[src/rtl/lct_pkg.sv]
package lct_pkg;
  typedef enum logic [1:0] {
    RGN_BLANK  = 2'd0,
    RGN_DARK   = 2'd1,
    RGN_ACTIVE = 2'd2
  } region_e;
endpackage

[src/rtl/lct_tick_gen.sv]
// Sub-element tick counter: TPE ticks form one CCD element.
module lct_tick_gen #(
  parameter int TPE = 8,
  parameter int TW  = $clog2(TPE)
) (
  input  logic          clk_i,
  input  logic          rst_ni,
  output logic [TW-1:0] tick_o,
  output logic          last_o
);
  assign last_o = (tick_o == TW'(TPE - 1));

  always_ff @(posedge clk_i) begin
    if (!rst_ni)     tick_o <= '0;
    else if (last_o) tick_o <= '0;
    else             tick_o <= tick_o + 1'b1;
  end
endmodule

[src/rtl/lct_line_seq.sv]
// Element counter per line; latches length and dead time at each line boundary.
module lct_line_seq #(
  parameter int LEN_W = 16,
  parameter int XFER  = 8,
  parameter int DT_W  = 3,
  parameter int HALF  = 4
) (
  input  logic             clk_i,
  input  logic             rst_ni,
  input  logic             elem_last_i,
  input  logic [LEN_W-1:0] len_i,
  input  logic [DT_W-1:0]  dead_i,
  output logic             run_o,
  output logic [LEN_W-1:0] elem_o,
  output logic             xfer_o,
  output logic [LEN_W-1:0] rd_idx_o,
  output logic [DT_W-1:0]  dead_o
);
  localparam int MIN_LINE = XFER + 1;

  logic [LEN_W-1:0] len_q, len_nxt;
  logic [DT_W-1:0]  dead_nxt;
  logic             wrap;

  assign wrap     = elem_last_i && (elem_o == len_q - 1'b1);
  assign xfer_o   = (elem_o < LEN_W'(XFER));
  assign rd_idx_o = elem_o - LEN_W'(XFER);

  always_comb begin
    len_nxt = (len_i < LEN_W'(MIN_LINE)) ? LEN_W'(MIN_LINE) : len_i;
    if (dead_i == '0)                      dead_nxt = DT_W'(1);
    else if (dead_i > DT_W'(HALF - 1))     dead_nxt = DT_W'(HALF - 1);
    else                                   dead_nxt = dead_i;
  end

  always_ff @(posedge clk_i) begin
    if (!rst_ni) begin
      elem_o <= LEN_W'(MIN_LINE - 1);
      len_q  <= LEN_W'(MIN_LINE);
      dead_o <= DT_W'(1);
      run_o  <= 1'b0;
    end else if (wrap) begin
      elem_o <= '0;
      len_q  <= len_nxt;
      dead_o <= dead_nxt;
      run_o  <= 1'b1;
    end else if (elem_last_i) begin
      elem_o <= elem_o + 1'b1;
    end
  end
endmodule

[src/rtl/lct_region_map.sv]
// Maps a readout element index to its pixel region.
module lct_region_map import lct_pkg::*; #(
  parameter int LEN_W      = 16,
  parameter int LEAD_BLANK = 4,
  parameter int LEAD_DARK  = 12,
  parameter int ACTIVE     = 2098,
  parameter int TRAIL_DARK = 12
) (
  input  logic [LEN_W-1:0] idx_i,
  output region_e          region_o
);
  localparam int E_DARK0  = LEAD_BLANK;
  localparam int E_ACT    = E_DARK0 + LEAD_DARK;
  localparam int E_DARK1  = E_ACT + ACTIVE;
  localparam int E_BLANK1 = E_DARK1 + TRAIL_DARK;

  logic [31:0] i;
  assign i = 32'(idx_i);

  always_comb begin
    if (i < 32'(E_DARK0))       region_o = RGN_BLANK;
    else if (i < 32'(E_ACT))    region_o = RGN_DARK;
    else if (i < 32'(E_DARK1))  region_o = RGN_ACTIVE;
    else if (i < 32'(E_BLANK1)) region_o = RGN_DARK;
    else                        region_o = RGN_BLANK;
  end
endmodule

[src/rtl/ccd_line_timer.sv]
module ccd_line_timer import lct_pkg::*; #(
  parameter int TPE        = 8,
  parameter int XFER       = 8,
  parameter int LEN_W      = 16,
  parameter int DT_W       = 3,
  parameter int LEAD_BLANK = 4,
  parameter int LEAD_DARK  = 12,
  parameter int ACTIVE     = 2098,
  parameter int TRAIL_DARK = 12
) (
  input  logic             clk_i,
  input  logic             rst_ni,
  input  logic [LEN_W-1:0] line_len_i,
  input  logic [DT_W-1:0]  dead_i,
  output logic             phi1_o,
  output logic             phi2_o,
  output logic             tg1_o,
  output logic             tg2_o,
  output logic             rst_pulse_o,
  output logic             clamp_o,
  output logic             sample_o,
  output logic             line_start_o,
  output logic [1:0]       region_o
);
  localparam int HALF = TPE / 2;
  localparam int TW   = $clog2(TPE);

  logic [TW-1:0]    tick;
  logic             elem_last, run, xfer;
  logic [LEN_W-1:0] elem, rd_idx;
  logic [DT_W-1:0]  dead;
  region_e          rgn_map, rgn_q, rgn_nxt;
  logic p1_n, p2_n, g1_n, g2_n, rp_n, cl_n, sm_n, ls_n;

  lct_tick_gen #(.TPE(TPE), .TW(TW)) u_tick (
    .clk_i(clk_i), .rst_ni(rst_ni), .tick_o(tick), .last_o(elem_last)
  );

  lct_line_seq #(.LEN_W(LEN_W), .XFER(XFER), .DT_W(DT_W), .HALF(HALF)) u_seq (
    .clk_i(clk_i), .rst_ni(rst_ni), .elem_last_i(elem_last),
    .len_i(line_len_i), .dead_i(dead_i), .run_o(run), .elem_o(elem),
    .xfer_o(xfer), .rd_idx_o(rd_idx), .dead_o(dead)
  );

  lct_region_map #(
    .LEN_W(LEN_W), .LEAD_BLANK(LEAD_BLANK), .LEAD_DARK(LEAD_DARK),
    .ACTIVE(ACTIVE), .TRAIL_DARK(TRAIL_DARK)
  ) u_map (
    .idx_i(rd_idx), .region_o(rgn_map)
  );

  always_comb begin
    p1_n = 1'b0; p2_n = 1'b0; g1_n = 1'b0; g2_n = 1'b0;
    rp_n = 1'b0; cl_n = 1'b0; sm_n = 1'b0; ls_n = 1'b0;
    rgn_nxt = rgn_q;
    if (run) begin
      if (xfer) begin
        // phases parked: phase 1 high, phase 2 low
        p1_n = 1'b1;
        g1_n = (elem < LEN_W'(XFER - 2));
        g2_n = (elem < LEN_W'(XFER - 1));
      end else begin
        p2_n = (int'(tick) >= int'(dead)) && (int'(tick) < HALF);
        p1_n = (int'(tick) >= HALF + int'(dead));
        rp_n = (int'(tick) == 0);
        cl_n = (int'(tick) == HALF);
        sm_n = (int'(tick) == TPE - 1);
        if (sm_n) begin
          rgn_nxt = rgn_map;
          ls_n    = (rd_idx == '0);
        end
      end
    end
  end

  always_ff @(posedge clk_i) begin
    if (!rst_ni) begin
      phi1_o <= 1'b0; phi2_o <= 1'b0; tg1_o <= 1'b0; tg2_o <= 1'b0;
      rst_pulse_o <= 1'b0; clamp_o <= 1'b0; sample_o <= 1'b0;
      line_start_o <= 1'b0; rgn_q <= RGN_BLANK;
    end else begin
      phi1_o <= p1_n; phi2_o <= p2_n; tg1_o <= g1_n; tg2_o <= g2_n;
      rst_pulse_o <= rp_n; clamp_o <= cl_n; sample_o <= sm_n;
      line_start_o <= ls_n; rgn_q <= rgn_nxt;
    end
  end

  assign region_o = rgn_q;
endmodule

[config.mk]
export PLATFORM = sky130hd
export DESIGN_NAME = ccd_line_timer
export DESIGN_NICKNAME = d
export VERILOG_FILES = /design/src/rtl/lct_pkg.sv /design/src/rtl/lct_tick_gen.sv /design/src/rtl/lct_line_seq.sv /design/src/rtl/lct_region_map.sv /design/src/rtl/ccd_line_timer.sv
export SDC_FILE = /design/constraint.sdc
export NUM_CORES = 1
export LEC_CHECK = 0
export BUFFER_PORTS_ARGS = -buffer_cell sky130_fd_sc_hd__buf_2
export CORE_UTILIZATION = 54
export DETAILED_ROUTE_END_ITERATION = 10
export GPL_TIMING_DRIVEN = 0
export HOLD_SLACK_MARGIN = 0.15
export PLACE_DENSITY = 0.73
export SKIP_LAST_GASP = 1
export SYNTH_ARGS = -nofsm -noshare
export SYNTH_HDL_FRONTEND = slang
export SYNTH_SLANG_ARGS = --single-unit
[constraint.sdc]
create_clock -name clk_i -period 2.65 [get_ports clk_i]
set_input_delay 0.53 -clock clk_i [delete_from_list [all_inputs] [get_ports clk_i]]
set_output_delay 0.53 -clock clk_i [all_outputs]
set_load 0.05 [all_outputs]
# == Word-level counts from Yosys, hierarchy flattened ==
# Cells that the tools add are included.
# word_totals
register_bits,49
in_bits,21
output_inout_bits,10
word_cells,63
# op_classes
n_addsub,5
n_lt_le_gt_ge,12
eq_ne,4
muxes,10
n_bitwise,4
n_reduce_logical,13
# op_table
cell,n
$lt A16 B3 Y1 const B,3
$lt A16 B12 Y1 const B,2
$lt A16 B4 Y1 const B,2
$add A16 B1 Y16 const B,1
$eq A16 B16 Y1,1
$logic_not A16 Y1,1
$lt A16 B5 Y1 const B,1
$mux W16,1
$sub A16 B1 Y16 const B,1
$sub A16 B4 Y16 const B,1
$mux W4,2
$eq A3 B3 Y1 const B,2
$logic_not A3 Y1,2
$mux W2,3
$mux W3,2
$reduce_and A3 Y1,2
$add A3 B3 Y4 const A,1
$ge A3 B4 Y1,1
$not A1 Y1,4
$reduce_or A2 Y1,2
$reduce_or A4 Y1,1
$add A3 B1 Y3 const B,1
$eq A3 B1 Y1 const B,1
$ge A3 B3 Y1,1
other kinds (7),9

# == Logic depth before layout (Yosys ltp) ==
# Gate-level depths: netlist of the first run.
# logic_depth
word_depth,6
ltp_mapped,11
ltp_nobuf,8

# == Cells and area by module ==
# From an unflattened synthesis of the first run, not the netlist that was laid out.
# hier_totals
hier_cells,365
area_unflattened_um2,3148.0
# modules_own_cells
mod,n_inst,cells_each,area_per_inst_um2,seq_area_each_um2
lct_line_seq,1,288,2414.8,720.7
ccd_line_timer,1,54,519.2,200.2
lct_tick_gen,1,8,115.1,60.1
lct_region_map,1,15,98.8,0.0

# == Worst setup path before layout of the first run ==
# No wires, ideal clock.
# synth_timing
path_kind,flip-flop to flip-flop
startpoint,register u_seq.len_q[0]
endpoint,register u_seq.dead_o[1]
setup_time_ps,72
arrival_ps,2583
t_required_ps,2578
setup_slack_ps,-5
path_stages_with_launch,12
path_buffers,3
period_less_slack_ps,2655
path_cell_list,dfxtp_1 > inv_1 > ha_1 > or4b_1 > clkbuf_1 > nor3_1 > and3_1 > o311ai_1 > a2111oi_2 > buf_6 > buf_6 > mux2i_1
# synth_between
elab_chain_cells,3
# synth_lines
item,line_no,rtl
"start, declared",lct_line_seq.sv:21,"logic [LEN_W-1:0] len_q, len_nxt;"
"start signal, assigned",lct_line_seq.sv:39,len_q <= LEN_W'(MIN_LINE);
"start signal, assigned",lct_line_seq.sv:44,len_q <= len_nxt;
$sub A16 B1 Y16,lct_line_seq.sv:25,assign wrap = elem_last_i && (elem_o == len_q - 1'b1);
$eq A16 B16 Y1,lct_line_seq.sv:25,
$logic_and A1 B1 Y1,lct_line_seq.sv:25,
"end signal, assigned",lct_line_seq.sv:45,dead_o <= dead_nxt;
"end, declared",lct_line_seq.sv:17,output logic [DT_W-1:0] dead_o
# No other way between the ends.
# A chain may end at the register's enable or synchronous reset.

# == Worst setup path after layout of the first run ==
# layout_timing
startpoint,register u_seq.len_q[6]
endpoint,register u_seq.run_o
# layout_between
elab_chain_cells,3
# layout_lines
item,line_no,rtl
$sub A16 B1 Y16,lct_line_seq.sv:25,
$eq A16 B16 Y1,lct_line_seq.sv:25,
$logic_and A1 B1 Y1,lct_line_seq.sv:25,
"end signal, assigned",lct_line_seq.sv:41,run_o <= 1'b0;
"end signal, assigned",lct_line_seq.sv:46,run_o <= 1'b1;
"end, declared",lct_line_seq.sv:13,"output logic run_o,"
# No other way between the ends.

==> key figures, run 1 <==
Floorplanning
  • Die Y: 78.7 um
  • IO Count: 31
  • Core Footprint: 5570 sq um
  • Row count: 27
  • Starting Density: 57.0%
  • Die ar.: 6200 sq um
  • Die width: 78.7 um

Routing
  • Drt initial violations: 189
  • DRC: 0
  • Via density: 5.79
  • Routed Antenna Nets: 0
  • WL/cell: 15.4 um
  • Routed wire length: 7600 um
  • Vias: 2,851
  • 1st-pass router iterations: 5

Cells and area
  • Area Growth Syn to Fin: 16.8%
  • Final core occ: 66.6%
  • N_diodes: 0
  • Fin nets: 452
  • Layout filler cell count: 471
  • Area of the multi-input gates: 2080 sq um
  • Share of layout cells above drive strength 1: 22.1%
  • Register area: 991 sq um

Setup path
  • Type of origin of the critical path: flip-flop
  • Worst endpoint required time: 2.87 ns
  • Worst setup EP type: flip-flop
  • Critical path type: reg -> reg
  • Critical Path Slowest Stage Cell: or4_1
  • Most frequent CP cell: buf_6
  • Critical path launch point: u_seq.len_q[6]
  • Crit path cell chain: buf_6, or4_4, or3_4, or4_1, o2111ai_2, a2111oi_4, buf_6, buf_12, o21a_1
  • Crit Path Max Fanout: 10
  • WP data arrival: 2.86 ns
  • FF-to-FF Start: u_seq.len_q[6]
  • Worst stage delay on the critical path: 0.55 ns

Synthesis
  • Most used flip-flop cell after synthesis: dfxtp_1
  • Yosys cell types: 56
  • Async SR Flop Fraction: 0%
  • Most frequent cell after synthesis: dfxtp_1
  • Yosys top cell area share: 30.9%
  • Mean post-synth cell area: 8.39 sq um
  • Commonest cells post-synth: dfxtp_1 (49), nand2_1 (45), clkbuf_1 (25)
  • Synth Warn #: 0
  • EDFF count, synth: 0
  • Post-Syn Area: 3180 sq um
  • Sequential area share after synthesis: 30.9%
  • Post-synthesis cell count: 379
  • Area leader, netlist: dfxtp_1
  • Synthesized Nets: 412
  • FF+latch count, synth: 49
  • Largest cells by area after synthesis: dfxtp_1 (31%), mux2i_1 (6.0%), xnor2_1 (5.8%), nand2_1 (5.3%), nor3_2 (5.0%)

STA
  • Worst-Margin Slew: 0.780 ns
  • Final Setup Violations: 0
  • Unrepaired setup endpoints after global routing: yes
  • Final Max Slew Viols: 0
  • Slew Limit Headroom: 48.0%
  • Final hold violation count: 0
  • Setup Skew: 0.0112 ns
  • Post-layout minimum cycle time: 2.64 ns
  • Final Cycle Share: 99.5%
  • Highest Clock Rate: 0.379 GHz
  • Worst setup margin: 0.0124 ns

Pwr
  • P_sw: 356 uW
  • Max rail drop VDD: 0.361 mV
  • Combinational share of power: 7.0%
  • Pint: 977 uW
  • Power per cell area: 359 nW/um^2
  • Clk pwr share: 37.1%
  • Leakage: 1.38 nW
  • Sw Ratio: 26.7%
  • Seq pwr share: 55.9%

Job
  • Max-Cap Viols: 0

Placed design
  • Hpwl dp: 5540 um
  • Worst slack, placed: -0.286 ns
  • I/O Buffers: 29
  • Gpl congestion: 0.843

GRT
  • First-pass GRT wire length: 12,800 um
  • Vias in the first global route: 2,742
  • Largest net degree at the start of global routing: 19
  • GRT Util Overall: 26.1%
  • Total grt overflow: 0
  • Initial antenna violation count: 0

Min path
  • Worst hold path type: in -> reg
  • Worst hold start: line_len_i[15]

Clocking
  • Clk buf depth: 2
  • Hold Buf Count CTS: 0
  • Clk_lat worst skew: 0.32 ns
  • Reg clk slew, reported paths: 0.10 ns
  • H-Tree Depth: 2
  • Root buffer cell: clkbuf_8
  • Clock sink total: 49
  • TritonCTS buffer count: 5
  • TritonCTS clock tree: done

Outcome
  • Status: finished, final reports clean
[worst paths after layout]
check               endpoint  slack [ns]  depth (start not counted)
max              u_seq.run_o        0.01                          9
min          u_seq.len_q[15]        0.46                          3
max reg2reg      u_seq.run_o        0.01                          9
min reg2reg      region_o[1]        0.47                          2
[what timing repair did]
item,4_1_cts,5_1_grt
resized for setup,11,23
setup buffers,3,4
endpoints found under the setup margin,36,39
cloned,0,1
hold endpoints to repair,0,0
pin swaps,5,1
[per-stage QoR]
stage	TNS, ns	area, sq um	cells	power [mW]	hold slack, ns
floorplan	0	3180	379	0.819	0.427
global placement	-6.52	3420	480	0.850	0.437
detailed placement	-7.04	3420	480	0.854	0.444
CTS	0	3570	488	1.34	0.461
global route	-2.10	3710	492	1.38	0.466
finish	0	3710	492	1.33	0.457
[cell usage in the layout, fill, tap and decap left out, types with 8 or more instances in the layout]
master and count:
nand2_1 45, dfxtp_1 45, buf_2 30, xnor2_1 21, clkbuf_1 20, nor2_1 19, mux2i_1 19, nor3_2 17
inv_1 14, xor2_1 14, ha_1 11, nor3_1 10, o21ai_0 8
[cell type report]
type | count | area share (%)
buffer | 29 | 4.52
clock buffer | 5 | 1.85
clock inverter | 3 | 0.775
inverter | 16 | 1.69
multi-input combinational | 281 | 55.9
sequential | 49 | 26.7
tap | 72 | 2.43
timing repair buffer | 37 | 6.10
[worst max-delay path: cells and delay by family, from the launching register on]
kind,cells,cell delay [ns]
buf+inv,3,0.46
simple gates,3,1.42
flops,1,0.32
compound gates,3,0.34
[registers in the layout, indices dropped and copies added (netlist names)]
| name | flops |
|---|---|
| sample_o | 1 |
| u_seq.dead_o | 3 |
| u_tick.tick_o | 3 |
| clamp_o | 1 |
| tg1_o | 1 |
| phi2_o | 1 |
| phi1_o | 1 |
| u_seq.elem_o | 16 |
| tg2_o | 1 |
| line_start_o | 1 |
| region_o | 2 |
| u_seq.run_o | 1 |
| u_seq.len_q | 16 |
| rst_pulse_o | 1 |
[power by group through the flow]
| stage | Clock, mW | Sequential [mW] | Combinational [mW] |
|---|---|---|---|
| 2_1_floorplan | 0 | 0.763 | 0.0556 |
| 3_3_place_gp | 0 | 0.764 | 0.0863 |
| 3_5_place_dp | 0 | 0.764 | 0.0894 |
| 4_1_cts | 0.498 | 0.748 | 0.0909 |
| 5_1_grt | 0.531 | 0.746 | 0.106 |
| 6_report | 0.494 | 0.746 | 0.0935 |
[metal layers]
layer  vias up  wire, um  track usage, %
met5         -         0               0
met4         0        81            6.48
met3         9       312            4.37
met2        70      3620            43.9
met1      1351      3580            34.7
li1       1421         -               -
[cells by family after synthesis]
kind of cell | count (synthesis) | share of synthesized area (%)
adders and majority gates | 12 | 4.72
muxes | 19 | 5.98
AOI/OAI and AO/OA | 59 | 13.5
and+or+nand+nor | 156 | 28.3
buffers and inverters | 49 | 7.05
xor gates and xnor gates | 35 | 9.65
DFF | 49 | 30.9
Note: power is estimated with default switching activity, not from simulation.
==> run 2: changes to the inputs <==
- CORE_UTILIZATION: 54 -> 55
- PLACE_DENSITY: 0.73 -> 0.71
- RECOVER_POWER: default -> 25
- clock period: 2.65 -> 3.2 ns (I/O delays scaled with it)
==> run 2 against run 1 <==
Against the previous run:
- via count down 2.0%
- clock power down 7.9%
- wire length down 3.8%
- hold slack better by 0.0084 ns
- critical endpoint is now u_seq.dead_o[1]
- largest power group unchanged
- highest routed layer unchanged
==> key figures, run 2 (synthesis gave the netlist of run 1 again) <==
Cells and area
  • Most frequent cells in the layout: dfxtp_1 (49), nand2_1 (45), clkbuf_1 (35), buf_2 (21), xnor2_1 (21) (was nand2_1 (45), dfxtp_1 (45), buf_2 (30), xnor2_1 (21), clkbuf_1 (20))
  • Fin cells: 493 (was 492)
  • Regs by FF count: u_seq.elem_o (16), u_seq.len_q (16) (unchanged)
  • Leading cell type in the layout, fill and taps excluded: dfxtp_1
  • N_diodes: 0 (unchanged)
  • Share of layout cells above drive strength 1: 15.0% (was 22.1%)
  • Finished Cell Area: 3560 sq um (was 3710 sq um)
  • Final core occ: 64.2% (was 66.6%)
  • Fin nets: 453 (was 452)
  • Layout filler cell count: 492 (was 471)
  • Area Growth Syn to Fin: 12.0% (was 16.8%)

STA
  • Post-layout minimum cycle time: 2.94 ns (was 2.64 ns)
  • Slew Limit Headroom: 51.1% (was 48.0%)
  • Setup Skew: 0.0123 ns (was 0.0112 ns)
  • Highest Clock Rate: 0.341 GHz (was 0.379 GHz)
  • Setup TNS Final: 0 ns (unchanged)
  • Final Max Slew Viols: 0 (unchanged)
  • Worst-Margin Slew: 0.727 ns (was 0.780 ns)
  • Final Cycle Share: 91.8% (was 99.5%)
  • Final hold violation count: 0 (unchanged)
  • Worst setup margin: 0.264 ns (was 0.0124 ns)
  • Final Setup Violations: 0 (unchanged)

Clocking
  • Clock sink total: 49 (unchanged)
  • H-Tree Depth: 2 (unchanged)
  • TritonCTS clock tree: done (unchanged)
  • Clk buf depth: 2 (unchanged)
  • Root buffer cell: clkbuf_8 (unchanged)
  • Clk_lat worst skew: 0.30 ns (was 0.32 ns)
  • TritonCTS buffer count: 5 (unchanged)
  • Hold Buf Count CTS: 0 (unchanged)
  • Reg clk slew, reported paths: 0.10 ns (about the same)

Outcome
  • Status: finished, final reports clean (unchanged)

GRT
  • GRT Util Overall: 25.7% (was 26.1%)
  • Initial antenna violation count: 0 (unchanged)
  • Vias in the first global route: 2,642 (was 2,742)
  • Largest net degree at the start of global routing: 17 (was 19)
  • First-pass GRT wire length: 12,400 um (was 12,800 um)
  • Total grt overflow: 0 (unchanged)

Setup path
  • Crit Path Max Fanout: 10 (unchanged)
  • Worst setup EP type: flip-flop (unchanged)
  • FF-to-FF Start: u_seq.len_q[0] (was u_seq.len_q[6])
  • WP data arrival: 3.17 ns (was 2.86 ns)
  • Critical path type: reg -> reg (unchanged)
  • Type of origin of the critical path: flip-flop (unchanged)
  • Critical path launch point: u_seq.len_q[0] (was u_seq.len_q[6])
  • Worst endpoint required time: 3.43 ns (was 2.87 ns)
  • R2r setup slk: 0.26 ns (was 0.01 ns)

Floorplanning
  • Row count: 27 (unchanged)
  • Core Footprint: 5540 sq um (was 5570 sq um)
  • Die ar.: 6090 sq um (was 6200 sq um)
  • Die Y: 78.0 um (was 78.7 um)
  • IO Count: 31 (unchanged)
  • Die width: 78.0 um (was 78.7 um)
  • Starting Density: 57.4% (was 57.0%)

Placed design
  • Area after DPL: 3410 sq um (was 3420 sq um)
  • I/O Buffers: 29 (unchanged)
  • Gpl congestion: 0.934 (was 0.843)
  • Total placed cells including tap cells: 480 (unchanged)
  • Hpwl dp: 5580 um (was 5540 um)
  • Worst slack, placed: 0.167 ns (was -0.286 ns)

Min path
  • Worst hold path type: reg -> reg (was in -> reg)
  • Worst hold start: region_o[0] (was line_len_i[15])

Pwr
  • Power per cell area: 323 nW/um^2 (was 359 nW/um^2)
  • Leakage: 1.30 nW (was 1.38 nW)
  • Max rail drop VDD: 0.239 mV (was 0.361 mV)

Routing
  • Drt initial violations: 142 (was 189)
  • DRC: 0 (unchanged)
  • WL/cell: 14.8 um (was 15.4 um)
  • Routed Antenna Nets: 0 (unchanged)
  • 1st-pass router iterations: 4 (was 5)
  • Vias: 2,794 (was 2,851)
  • Via density: 5.67 (was 5.79)
  • Routed wire length: 7310 um (was 7600 um)

Job
  • Max-Cap Viols: 0 (unchanged)
## run 2: layout make-up
type | instances | area, sq um | share of cell area (%)
well taps | 72 | 90.1 | 2.53
plain buffers | 33 | 164 | 4.61
flip-flops and latches | 49 | 981 | 27.6
repair buffers | 34 | 170 | 4.78
clock inverters | 3 | 43.8 | 1.23
multi-input cells | 281 | 1980 | 55.7
clock buffers | 5 | 68.8 | 1.93
inverters | 16 | 60.1 | 1.69
## run 2: timing repair
item / CTS / global route
buffers inserted: 0 / 5
hold endpoints to repair: 0 / 0
gates resized for setup: 0 / 2
endpoints found under the setup margin: 0 / 12
## run 2: stage by stage
stage	total power, mW	hold slack [ns]
6_report	1.15	0.466
5_1_grt	1.20	0.491
4_1_cts	1.16	0.463
3_5_place_dp	0.706	0.439
3_3_place_gp	0.704	0.435
2_1_floorplan	0.678	0.427
## run 2: worst max-delay path, stage by stage (launching register included)
cell and delay [ns]:
dfxtp_1 0.39, inv_1 0.09, ha_2 0.23, or4b_1 0.44, clkbuf_1 0.19, a211o_1 0.25, a21boi_0 0.19, o2111ai_1 0.16
a2111oi_2 0.35, buf_6 0.20, buf_6 0.18, mux2i_1 0.19
## run 2: final timing paths
| check | to | cells after the start |
|---|---|---|
| worst min-delay path | region_o[0] | 2 |
| worst min register to register | region_o[0] | 2 |
| worst max-delay path | u_seq.dead_o[1] | 11 |
| worst max register to register | u_seq.dead_o[1] | 11 |
## run 2: power breakdown
part           switching, mW  internal, mW  leakage, nW
sequential           0.00484         0.614        0.395
combinational         0.0432        0.0308        0.846
clock                  0.221         0.235       0.0585
total                  0.269         0.879         1.30
## run 2: per-layer routing
metal / GRT usage, % / routed length (um)
met5: 0 / 0
met4: 5.93 / 31
met3: 4.88 / 315
met2: 42.4 / 3400
met1: 34.9 / 3570
